`src/rtl/adc_port_pkg.sv`:
```
package adc_port_pkg;

  typedef enum logic [1:0] {
    PWR_DOWN   = 2'b00,
    PWR_SLOW   = 2'b01,
    PWR_FAST   = 2'b10,
    PWR_ACTIVE = 2'b11
  } pwr_mode_e;

endpackage

```
`src/rtl/adc_ctrl_rx.sv`:
```
module adc_ctrl_rx #(
  parameter int CTRL_W     = 8,
  parameter int CH_W       = 3,
  parameter int PWR_W      = 2,
  parameter int RES_W      = 12,
  parameter int RELOCK_BIT = 6
) (
  input  logic             clk_i,
  input  logic             rst_ni,      // framing reset (includes shutdown)
  input  logic             cfg_rst_ni,  // field reset
  input  logic             cs_ni,
  input  logic             din_i,
  output logic             done_o,
  output logic [CH_W-1:0]  chan_o,
  output logic [PWR_W-1:0] pwr_o
);

  localparam int LOCK_POS = CTRL_W + RES_W - RELOCK_BIT;
  localparam int POS_W    = $clog2(LOCK_POS + 1);
  localparam int SH_W     = CTRL_W - 2;
  localparam logic [POS_W-1:0] POS_IDLE  = '0;
  localparam logic [POS_W-1:0] POS_FIRST = POS_W'(1);
  localparam logic [POS_W-1:0] POS_LAST  = POS_W'(CTRL_W - 1);
  localparam logic [POS_W-1:0] POS_CONV  = POS_W'(CTRL_W);
  localparam logic [POS_W-1:0] POS_LOCK  = POS_W'(LOCK_POS);

  logic [POS_W-1:0] pos_q;
  logic [SH_W-1:0]  sh_q;
  logic             done_q;
  logic             armed;
  logic             capturing;
  logic             fin;

  assign armed     = (pos_q == POS_IDLE) || (pos_q == POS_LOCK);
  assign capturing = !armed && (pos_q < POS_CONV);
  assign fin       = capturing && !cs_ni && (pos_q == POS_LAST);

  always_ff @(posedge clk_i or negedge rst_ni) begin
    if (!rst_ni) begin
      pos_q  <= POS_IDLE;
      sh_q   <= '0;
      done_q <= 1'b0;
    end else begin
      done_q <= fin;
      if (armed) begin
        if (!cs_ni && din_i) begin
          pos_q <= POS_FIRST;
          sh_q  <= '0;
        end
      end else if (capturing) begin
        if (!cs_ni) begin
          pos_q <= pos_q + 1'b1;
          sh_q  <= {sh_q[SH_W-2:0], din_i};
        end
      end else begin
        // conversion running: din ignored until relock point
        pos_q <= pos_q + 1'b1;
      end
    end
  end

  always_ff @(posedge clk_i or negedge cfg_rst_ni) begin
    if (!cfg_rst_ni) begin
      chan_o <= '0;
      pwr_o  <= '1;
    end else if (fin) begin
      chan_o <= sh_q[SH_W-1 -: CH_W];
      pwr_o  <= {sh_q[PWR_W-2:0], din_i};
    end
  end

  assign done_o = done_q;

  AST_START_HOLD: assert property (@(posedge clk_i) disable iff (!rst_ni)
    (armed && (cs_ni || !din_i)) |=> (pos_q == $past(pos_q)));

  AST_BUSY_STEP: assert property (@(posedge clk_i) disable iff (!rst_ni)
    (!armed && (pos_q >= POS_CONV)) |=> (pos_q == $past(pos_q) + 1'b1));

  AST_DONE_PULSE: assert property (@(posedge clk_i) disable iff (!rst_ni)
    done_q |=> !done_q);

endmodule

```
`src/rtl/adc_conv_shift.sv`:
```
module adc_conv_shift #(
  parameter int RES_W = 12
) (
  input  logic             clk_i,
  input  logic             rst_ni,
  input  logic             load_i,
  input  logic [RES_W-1:0] result_i,
  output logic             strb_o,
  output logic             dout_o,
  output logic             last_o
);

  localparam int CNT_W = $clog2(RES_W + 1);
  localparam logic [CNT_W-1:0] CNT_FULL = CNT_W'(RES_W);
  localparam logic [CNT_W-1:0] CNT_ONE  = CNT_W'(1);

  logic [RES_W-1:0] sr_q;
  logic [CNT_W-1:0] left_q;
  logic             strb_q;
  logic             dout_q;

  always_ff @(negedge clk_i or negedge rst_ni) begin
    if (!rst_ni) begin
      sr_q   <= '0;
      left_q <= '0;
      strb_q <= 1'b0;
      dout_q <= 1'b0;
    end else if (load_i) begin
      sr_q   <= result_i;
      left_q <= CNT_FULL;
      strb_q <= 1'b1;
      dout_q <= 1'b0;
    end else begin
      strb_q <= 1'b0;
      if (left_q != '0) begin
        dout_q <= sr_q[RES_W-1];
        sr_q   <= {sr_q[RES_W-2:0], 1'b0};
        left_q <= left_q - 1'b1;
      end else begin
        dout_q <= 1'b0;
      end
    end
  end

  assign strb_o = strb_q;
  assign dout_o = dout_q;
  assign last_o = (left_q == CNT_ONE);

  AST_STRB_SINGLE: assert property (@(negedge clk_i) disable iff (!rst_ni)
    strb_q |=> !strb_q);

  AST_IDLE_LOW: assert property (@(negedge clk_i) disable iff (!rst_ni)
    ((left_q == '0) && !load_i) |=> !dout_q);

  AST_MSB_FIRST: assert property (@(negedge clk_i) disable iff (!rst_ni)
    load_i |=> ##1 (dout_q == $past(result_i[RES_W-1], 2)));

endmodule

```
`src/rtl/adc_pwr_ctl.sv`:
```
module adc_pwr_ctl
  import adc_port_pkg::*;
(
  input  logic       clk_i,
  input  logic       rst_ni,
  input  logic       start_i,
  input  logic       last_i,
  input  logic       strb_i,
  input  logic [1:0] req_i,
  output logic [1:0] mode_o
);

  pwr_mode_e mode_q;

  always_ff @(negedge clk_i or negedge rst_ni) begin
    if (!rst_ni)      mode_q <= PWR_ACTIVE;
    else if (start_i) mode_q <= PWR_ACTIVE;
    else if (last_i)  mode_q <= pwr_mode_e'(req_i);
  end

  assign mode_o = mode_q;

  AST_PWR_DEFER: assert property (@(negedge clk_i) disable iff (!rst_ni)
    last_i |=> (mode_o == $past(req_i)));

  AST_PWR_WAKE: assert property (@(negedge clk_i) disable iff (!rst_ni)
    strb_i |-> (mode_q == PWR_ACTIVE));

endmodule

```
`src/rtl/adc_serial_port.sv`:
```
module adc_serial_port
  import adc_port_pkg::*;
#(
  parameter int CTRL_W     = 8,
  parameter int CH_W       = 3,
  parameter int PWR_W      = 2,
  parameter int RES_W      = 12,
  parameter int RELOCK_BIT = 6
) (
  input  logic             sclk_i,
  input  logic             rst_ni,
  input  logic             cs_ni,
  input  logic             din_i,
  input  logic             shdn_ni,
  input  logic [RES_W-1:0] result_i,
  output logic             dout_o,
  output logic             dout_oe_o,
  output logic             strb_o,
  output logic             strb_oe_o,
  output logic [CH_W-1:0]  chan_o,
  output logic [PWR_W-1:0] pwr_req_o,
  output logic [PWR_W-1:0] pwr_state_o
);

  logic rst_eff_n;
  logic byte_done;
  logic last_bit;
  logic strb;
  logic [PWR_W-1:0] mode;

  // shutdown acts as an asynchronous abort of framing and shifting
  assign rst_eff_n = rst_ni & shdn_ni;

  adc_ctrl_rx #(
    .CTRL_W(CTRL_W), .CH_W(CH_W), .PWR_W(PWR_W),
    .RES_W(RES_W), .RELOCK_BIT(RELOCK_BIT)
  ) u_rx (
    .clk_i     (sclk_i),
    .rst_ni    (rst_eff_n),
    .cfg_rst_ni(rst_ni),
    .cs_ni     (cs_ni),
    .din_i     (din_i),
    .done_o    (byte_done),
    .chan_o    (chan_o),
    .pwr_o     (pwr_req_o)
  );

  adc_conv_shift #(.RES_W(RES_W)) u_shift (
    .clk_i   (sclk_i),
    .rst_ni  (rst_eff_n),
    .load_i  (byte_done),
    .result_i(result_i),
    .strb_o  (strb),
    .dout_o  (dout_o),
    .last_o  (last_bit)
  );

  adc_pwr_ctl u_pwr (
    .clk_i  (sclk_i),
    .rst_ni (rst_eff_n),
    .start_i(byte_done),
    .last_i (last_bit),
    .strb_i (strb),
    .req_i  (pwr_req_o),
    .mode_o (mode)
  );

  assign strb_o      = strb;
  assign dout_oe_o   = !cs_ni;
  assign strb_oe_o   = !cs_ni;
  assign pwr_state_o = shdn_ni ? mode : PWR_DOWN;

endmodule

```
`config.mk`:
```
export PLATFORM = sky130hd
export DESIGN_NAME = adc_serial_port
export DESIGN_NICKNAME = d
export VERILOG_FILES = /design/src/rtl/adc_port_pkg.sv /design/src/rtl/adc_ctrl_rx.sv /design/src/rtl/adc_conv_shift.sv /design/src/rtl/adc_pwr_ctl.sv /design/src/rtl/adc_serial_port.sv
export SDC_FILE = /design/constraint.sdc
export NUM_CORES = 1
export LEC_CHECK = 0
export ABC_CLOCK_PERIOD_IN_PS = 3300
export CAP_MARGIN = 20
export CORE_ASPECT_RATIO = 0.75
export CORE_UTILIZATION = 57
export CTS_BUF_LIST = sky130_fd_sc_hd__clkbuf_16
export CTS_CLUSTER_DIAMETER = 80
export DETAILED_ROUTE_END_ITERATION = 10
export PLACE_DENSITY = 0.82
export SYNTH_ARGS = -nofsm -noshare
export SYNTH_HDL_FRONTEND = slang
export SYNTH_SLANG_ARGS = --single-unit
```
`constraint.sdc`:
```
create_clock -name sclk_i -period 3.3 [get_ports sclk_i]
set_clock_uncertainty 0.15 [all_clocks]
set_input_delay 0.825 -clock sclk_i [delete_from_list [all_inputs] [get_ports sclk_i]]
set_output_delay 0.825 -clock sclk_i [all_outputs]
set_load 0.02 [all_outputs]
```
After elaboration in Yosys (flattened, before gate mapping)
Index checks and enable logic that the tools add are counted.
- ROM bits: 0
- memories kept: 0
- bits in writable memories: 0
- word-level logic and storage cells: 52
- bits in latches: 0
- output and inout port bits: 11
- input bits: 17
- register bits: 36
- divide/modulo/power cells: 0
- mux-type cells: 18
- $add $sub $neg: 2
- equality and inequality tests: 6
- bitwise operators: 1
- magnitude comparators: 1
- reductions and logical operators: 14
- shift-type cells: 0
- multiply operators: 0
- operators with widths (kind ; count):
    $mux W12 ; 2
    $mux W4 ; 6
    $mux W6 ; 4
    $mux W2 ; 3
    $reduce_bool A2 Y1 ; 3
    $add A4 B1 Y4 const B ; 1
    $eq A4 B1 Y1 const B ; 1
    $eq A4 B3 Y1 const B ; 1
    $eq A4 B4 Y1 const B ; 1
    $logic_and A1 B1 Y1 ; 4
    $logic_not A4 Y1 ; 1
    $lt A4 B4 Y1 const B ; 1
    $reduce_bool A4 Y1 ; 1
    $sub A4 B1 Y4 const B ; 1
    $mux W1 ; 3
    $ne A3 B2 Y1 const B ; 1
    $reduce_and A3 Y1 ; 1
    $logic_not A1 Y1 ; 2
    $ne A2 B1 Y1 const B ; 1
    $ne A2 B2 Y1 const B ; 1
    $reduce_and A2 Y1 ; 1
    $and A1 B1 Y1 ; 1
    $logic_or A1 B1 Y1 ; 1

Longest topological paths before layout
Gate-level depths: netlist (run 1).
- depth in word-level cells: 6
- gate-level depth with buffers: 8
- depth with buffers taken out: 6

By module
Synthesis (run 1) repeated with hierarchy kept, for this count alone.
- cell total of the unflattened synthesis: 172
- area total of the unflattened synthesis: 1838.0 um2
- by module, submodules not included (module ; times used ; area an instance (um2) ; seq. area each (um2) ; cells an instance):
    adc_conv_shift ; 1 ; 865.8 ; 450.4 ; 89
    adc_ctrl_rx ; 1 ; 855.8 ; 402.9 ; 71
    adc_pwr_ctl ; 1 ; 86.3 ; 52.6 ; 7
    adc_serial_port ; 1 ; 30.0 ; 0.0 ; 5

==> impl_metrics.yaml, run 1 <==
global_route:
  grt_max_degree: 33
  grt_first_pass_wirelength_mm: 5.75
  grt_pass1_vias: 1282
  antenna_found_initial: 0
  grt_overflow: 0
  track_usage_pct: 23.6
yosys:
  ys_seq_area_share_pct: 51.5
  synth_area_leaders: "dfrtn_1, dfrtp_1, mux2i_1, dfstp_2, mux2_4"
  synth_seq_cells: 36
  synth_top_area_cell: "dfrtn_1"
  synthCells: 163
  synthDominantCellAreaShare_pct: 25.6
  syn_nets: 185
  post_synth_instance_area_mm2: 0.00176
  yosysUniqueCellTypes: 37
  ys_warn_count: 0
  synth_area_per_cell_um2: 10.8
floorplanning:
  dieArea_mm2: 0.00331
  start_util_pct: 59.9
  die_height_um: 50.1
  boundaryPins: 28
  die_w_um: 66.2
  core_mm2: 0.00294
  rows: 17
power:
  switching_share_pct: 34.3
  peakVddDrop_mv: 0.583
  p_int_w: 0.00139
  leakage_nw: 1.03
  pwr-share-seq_pct: 38.4
  power.density_mw_per_mm2: 931
  p_sw_w: 0.000727
  combPwrFrac_pct: 37.9
  fin_total_pwr_w: 0.00212
  power.share.clock_pct: 23.7
routing:
  routed_via_density: 5.38
  drt-total-wl_mm: 3.39
  antenna_left: 0
  drtPass1Iterations: 4
  drtIter0Drc: 66
  vias: 1269
  wl_per_cell_um: 14.3
  drc: 0
clock_network:
  h-tree-depth: 2
  cts_tree: "yes"
  clock-sinks: 36
  clk_path_buf_depth: 2
  cts_made_buffers: 5
  clockRootBuffer: "clkbuf_16"
  clkTransAtPathRegs_ps: 40
  clock_latency_ps: 300
setup_path:
  endpoint_kind: "primary output"
  worstSetupPathType: "reg2out"
  crit_chain: "and2_4 -> buf_6"
  crit_path_start_kind: "flip-flop"
  critPathArrivalTime_ps: 2770
  reg2reg_depth: 2
  cp_slowest_cell: "dfstp_2"
  crit_fanout: 2
  required_ps: 2320
  critical_path.max_stage_delay_ps: 530
finish:
  final_common_cell: "clkdlybuf4s50_1"
  syn_to_final_growth_pct: 29.2
  n_antenna_cell: 0
  nets: 219
  final_cell_mix: "clkdlybuf4s50_1, nand2_1, dfrtn_1"
  drive_above_1_share_pct: 17.7
outcome:
  status: "finished with violations"
  violations: "setup timing"
timing:
  finalHoldViolations: 0
  rsz0062_at_grt: "true"
  setup_viol: 4
  fin_setup_tns_ps: -1140
  relSlewSlack_pct: 66.4
  tightest_slew_ps: 501
  whs_ps: 350
  fin_ws_ps: -444
  final-max-slew-violation-count: 0
placed_design:
  io_buffers: 27
  place_hpwl_mm: 2.44
  finalWeightedCongestion: 0.867
worst_hold_path:
  min_delay_path_depth: 2
  hold_path_class: "reg2reg"
flow_run:
  cap_viol_max_count: 0
-- routing by layer --
metal	GRT usage (%)	routed length, µm	vias up
met4	8.51	42	0
met2	38.1	1660	31
met3	6.02	131	7
met5	0	0	-
met1	30.6	1550	611
li1	-	-	620
-- through the flow --
stage | util [%] | setup slack, ps | area (µm²) | cells
after floorplan | - | 11.6 | 1770 | 163
after global placement | 71.4 | -537 | 2100 | 226
after detailed placement | 71.4 | -567 | 2100 | 226
after CTS | 77.4 | -445 | 2270 | 236
after global routing | 77.4 | -471 | 2270 | 236
final | 77.4 | -444 | 2270 | 236
-- power by group through the flow --
stage          Combinational, W  Sequential, W   Clock [W]
2_1_floorplan          0.000559       0.000803  0.00000569
3_3_place_gp           0.000745       0.000797  0.00000569
3_5_place_dp           0.000786       0.000811  0.00000569
4_1_cts                0.000808       0.000809    0.000506
5_1_grt                0.000883       0.000838    0.000528
6_report               0.000801       0.000813    0.000502
-- logic make-up (layout without fill, tap and decap cells) --
| group | Yosys count | in the layout | share of synthesized area, % |
|---|---|---|---|
| buf+inv | 21 | 56 | 5.97 |
| mux | 19 | 19 | 12.4 |
| compound gates | 35 | 35 | 13.2 |
| fa+ha+maj | 5 | 5 | 3.56 |
| simple gates | 46 | 46 | 12.9 |
| xor+xnor | 1 | 1 | 0.498 |
| flops | 36 | 36 | 51.5 |
-- cells in the mapped netlist (all sizes together) --
cell type	number
nand3b	1
inv	13
a311oi	1
dfstp	4
or3	1
dfrtn	18
nor3b	2
o21ai	21
a21oi	4
a22o	1
o21bai	1
clkbuf	3
dfrtp	14
nand2	19
mux2i	12
ha	5
buf	5
and3	3
a211o	3
xnor2	1
mux2	7
o32ai	1
a22oi	1
nand3	5
o41ai	1
nand2b	2
nor2	7
nor3	1
and2	3
a21boi	1
nor2b	2
-- worst max-delay path: cells and delay by family (launching register included) --
kind,cells,cell delay [ps]
flip-flops,1,530
buffers and inverters,1,100
AND/OR/NAND/NOR,1,130
-- timing repair --
item,4_1_cts,5_1_grt
gates resized for setup,24,0
hold buffers,0,0
endpoints found under the hold margin,0,0
endpoints found under the setup margin,4,4
pin swaps,0,0
setup buffers,1,0
cloned,0,0
-- final cells by class --
cell class | count | area (µm²)
flip-flops and latches | 36 | 906
fillers | 175 | 663
multi-input cells | 106 | 754
clock inverters | 4 | 16.3
inverters | 12 | 45.0
repair buffers | 34 | 353
clock buffers | 6 | 150
well taps | 38 | 47.5
-- final timing paths --
kind,start,to,slack [ps]
setup reg to reg,u_rx.done_o,u_shift.left_q[3],570
hold / removal,u_shift.sr_q[9],u_shift.sr_q[10],350
setup / recovery,u_pwr.mode_o[1],pwr_state_o[1],-440
max in group asynchronous,shdn_ni,u_shift.sr_q[7],320
min in group asynchronous,rst_ni,u_rx.chan_o[2],690
hold reg to reg,u_shift.sr_q[9],u_shift.sr_q[10],350
-- flip-flops by register name, summed over array words and instances, names as in the netlist --
signal          cells
u_rx.chan_o         3
u_shift.sr_q       12
u_shift.strb_o      1
u_rx.pwr_o          2
u_rx.done_o         1
u_shift.dout_o      1
u_rx.pos_q          4
u_pwr.mode_o        2
u_rx.sh_q           6
u_shift.left_q      4
(Power assumes the default switching activity.)
==> run 2, diff against run 1 <==
- ABC_AREA: not set -> 1
- CORE_UTILIZATION: 57 -> 56
- PLACE_DENSITY: 0.82 -> 0.81
==> impl_metrics.yaml, run 2 <==
worst_hold_path:
  hold_path_class: "reg2reg"
setup_path:
  startpoint: "u_pwr.mode_o[0]"
  crit_chain: "nand2_1 -> inv_2 -> buf_6"
  endpoint: "pwr_state_o[0]"
  cp_slowest_cell: "dfstp_2"
  critical_path.max_stage_delay_ps: 520
  crit_fanout: 2
  path_delay_family: "flip-flops"
  critPathArrivalTime_ps: 2720
  crit_path_start_kind: "flip-flop"
  worstSetupPathType: "reg2out"
  rrSetupSlack_ps: 360
  reg2reg_depth: 5
  r2r-end: "u_shift.sr_q[8]"
  path_buf_inv: 2
  path_depth: 3
  endpoint_kind: "primary output"
  required_ps: 2320
  r2r_start: "u_rx.done_o"
routing:
  wl_per_cell_um: 14.0
  drt-total-wl_mm: 3.87
  drc: 0
  routed_via_density: 5.52
  drtIter0Drc: 71
  vias: 1529
  drtPass1Iterations: 4
  antenna_left: 0
yosys:
  ys_seq_area_share_pct: 51.8
  syn_nets: 225
  synth_top_family_by_area: "simple AND/OR/NAND/NOR gates"
  async_reset_ff_share_pct: 100
  synth_compound_gate_area_share_pct: 3.36
  yosysUniqueCellTypes: 26
  post_synth_instance_area_mm2: 0.00175
  synth_top_area_cell: "dfrtn_1"
  synthTopCellsByCount: "nand2_1, nand3_1, dfrtn_1"
  synth-xor-area-share_pct: 0.501
  ys_warn_count: 0
  synth_area_leaders: "dfrtn_1, dfrtp_1, nand2_1, nand3_1, dfstp_2"
  synth_edf_count: 0
  synth-adder-area-share_pct: 3.58
  synth_area_per_cell_um2: 8.62
  synthCells: 203
  synth.area.mux_share_pct: 0
  synth_most_common_cell: "nand2_1"
  ys.flop_type: "dfrtn_1"
  synth_seq_cells: 36
  synthDominantCellAreaShare_pct: 25.8
  yosys.area_share.simple_pct: 33.8
finish:
  design_area_mm2: 0.00224
  n_antenna_cell: 0
  finalNonFillerCells: 277
  syn_to_final_growth_pct: 28.1
  largest_reg_flops: 12
  top_regs: "u_shift.sr_q (12), u_rx.sh_q (6)"
  nets: 260
  final_cell_mix: "nand2_1, nand3_1, clkdlybuf4s50_1"
  drive_above_1_share_pct: 16.7
  regMostFlops: "u_shift.sr_q"
  n_fill_cell: 202
  final_common_cell: "nand2_1"
global_route:
  grt_first_pass_wirelength_mm: 6.54
  grt_pass1_vias: 1513
  track_usage_pct: 26.9
  gr-usage-met3_pct: 5.45
  busiest_layer: "met2"
  antenna_found_initial: 0
  grt_use_met1_pct: 31.5
  grt_overflow: 0
  grt_use_met2_pct: 46.3
  grt_max_degree: 24
placed_design:
  placed_area_mm2: 0.00207
  placed_cells: 268
  io_buffers: 27
  place_hpwl_mm: 2.47
  finalWeightedCongestion: 0.865
timing:
  relSlewSlack_pct: 74.5
  rsz0062_at_grt: "true"
  final-max-slew-violation-count: 0
  setup_viol: 4
  tightest_slew_ps: 382
  fin_ws_ps: -397
  finalHoldViolations: 0
clock_network:
  clock_latency_ps: 300
  clk_path_buf_depth: 2
  cts_made_buffers: 5
  post-cts-setup-buffers: 0
  clock-sinks: 36
  clockRootBuffer: "clkbuf_16"
  ctsHoldBuffers: 0
  h-tree-depth: 2
  cts_tree: "yes"
  clkTransAtPathRegs_ps: 40
floorplanning:
  die_w_um: 66.5
  boundaryPins: 28
  dieArea_mm2: 0.00335
  start_util_pct: 59.2
  die_height_um: 50.4
  rows: 17
  core_mm2: 0.00296
power:
  leakage_nw: 1.16
  power.density_mw_per_mm2: 874
  fin_total_pwr_w: 0.00196
  peakVddDrop_mv: 0.533
outcome:
  violations: "setup timing"
  status: "finished with violations"
flow_run:
  cap_viol_max_count: 0
[run 2: cell count changes in the layout (fill, tap and decap cells not counted), moves of 6 or more]
cell / change
o21ai_1: -12
inv_2: +8
nand3_1: +24
nand2_1: +53
mux2i_1: -12
nand4_1: +6
nand2_2: +6
[run 2: cell type report]
| class | count | area, µm² | area share [%] |
|---|---|---|---|
| clock buffers | 6 | 150 | 6.70 |
| clock inverters | 4 | 16.3 | 0.726 |
| inverters | 19 | 71.3 | 3.18 |
| multi-input cells | 142 | 724 | 32.3 |
| flip-flops and latches | 36 | 906 | 40.4 |
| well taps | 38 | 47.5 | 2.12 |
| repair buffers | 32 | 325 | 14.5 |
[run 2: cell families after synthesis]
kind of cell,count (synthesis)
flops,36
buf+inv,25
fa+ha+maj,5
xor+xnor,1
compound gates,10
simple gates,126
[run 2: worst reg2reg max path: stages, from the launching register on]
cell and delay, ps:
dfrtp_1 470, inv_2 120, nand2_1 150, inv_2 100, nand2_1 80, nand3_1 80
[run 2: timing repair]
item | CTS | global route
gates resized for setup | 25 | 0
endpoints found under the hold margin | 0 | 0
endpoints found under the setup margin | 4 | 4
[run 2: how the worst min path moves through the flow]
| stage | startpoint | slack [ps] | depth (start not counted) | to |
|---|---|---|---|---|
| floorplan | u_shift.sr_q[0] | 250 | 2 | u_shift.sr_q[0] |
| global placement | u_shift.sr_q[8] | 270 | 2 | u_shift.sr_q[9] |
| detailed placement | u_shift.sr_q[2] | 290 | 2 | u_shift.sr_q[3] |
| CTS | u_shift.sr_q[3] | 300 | 2 | u_shift.sr_q[4] |
| global route | u_shift.sr_q[5] | 330 | 2 | u_shift.sr_q[6] |
| finish | u_shift.sr_q[7] | 300 | 2 | u_shift.sr_q[7] |
[run 2: routing by layer]
metal / wire length, µm / up-vias
li1: - / 721
met1: 1570 / 735
met2: 2010 / 60
met3: 191 / 13
met4: 102 / 0
met5: 0 / -
[run 2: where the power goes]
group	internal [W]	leakage, nW	switching, W
clock network	0.000324	0.0938	0.000176
registers	0.000622	0.470	0.000132
logic	0.000277	0.591	0.000427
[run 2: stage by stage]
step                      hold slack (ps)  utilization [%]  TNS (ps)  setup slack [ps]
final                                 296             75.8     -1070              -397
after global routing                  326             75.8     -1160              -435
after CTS                             296             75.8     -1090              -407
after detailed placement              286             70.0     -1960              -509
after global placement                270             70.0     -1780              -503
after floorplan                       253                -         0              29.9
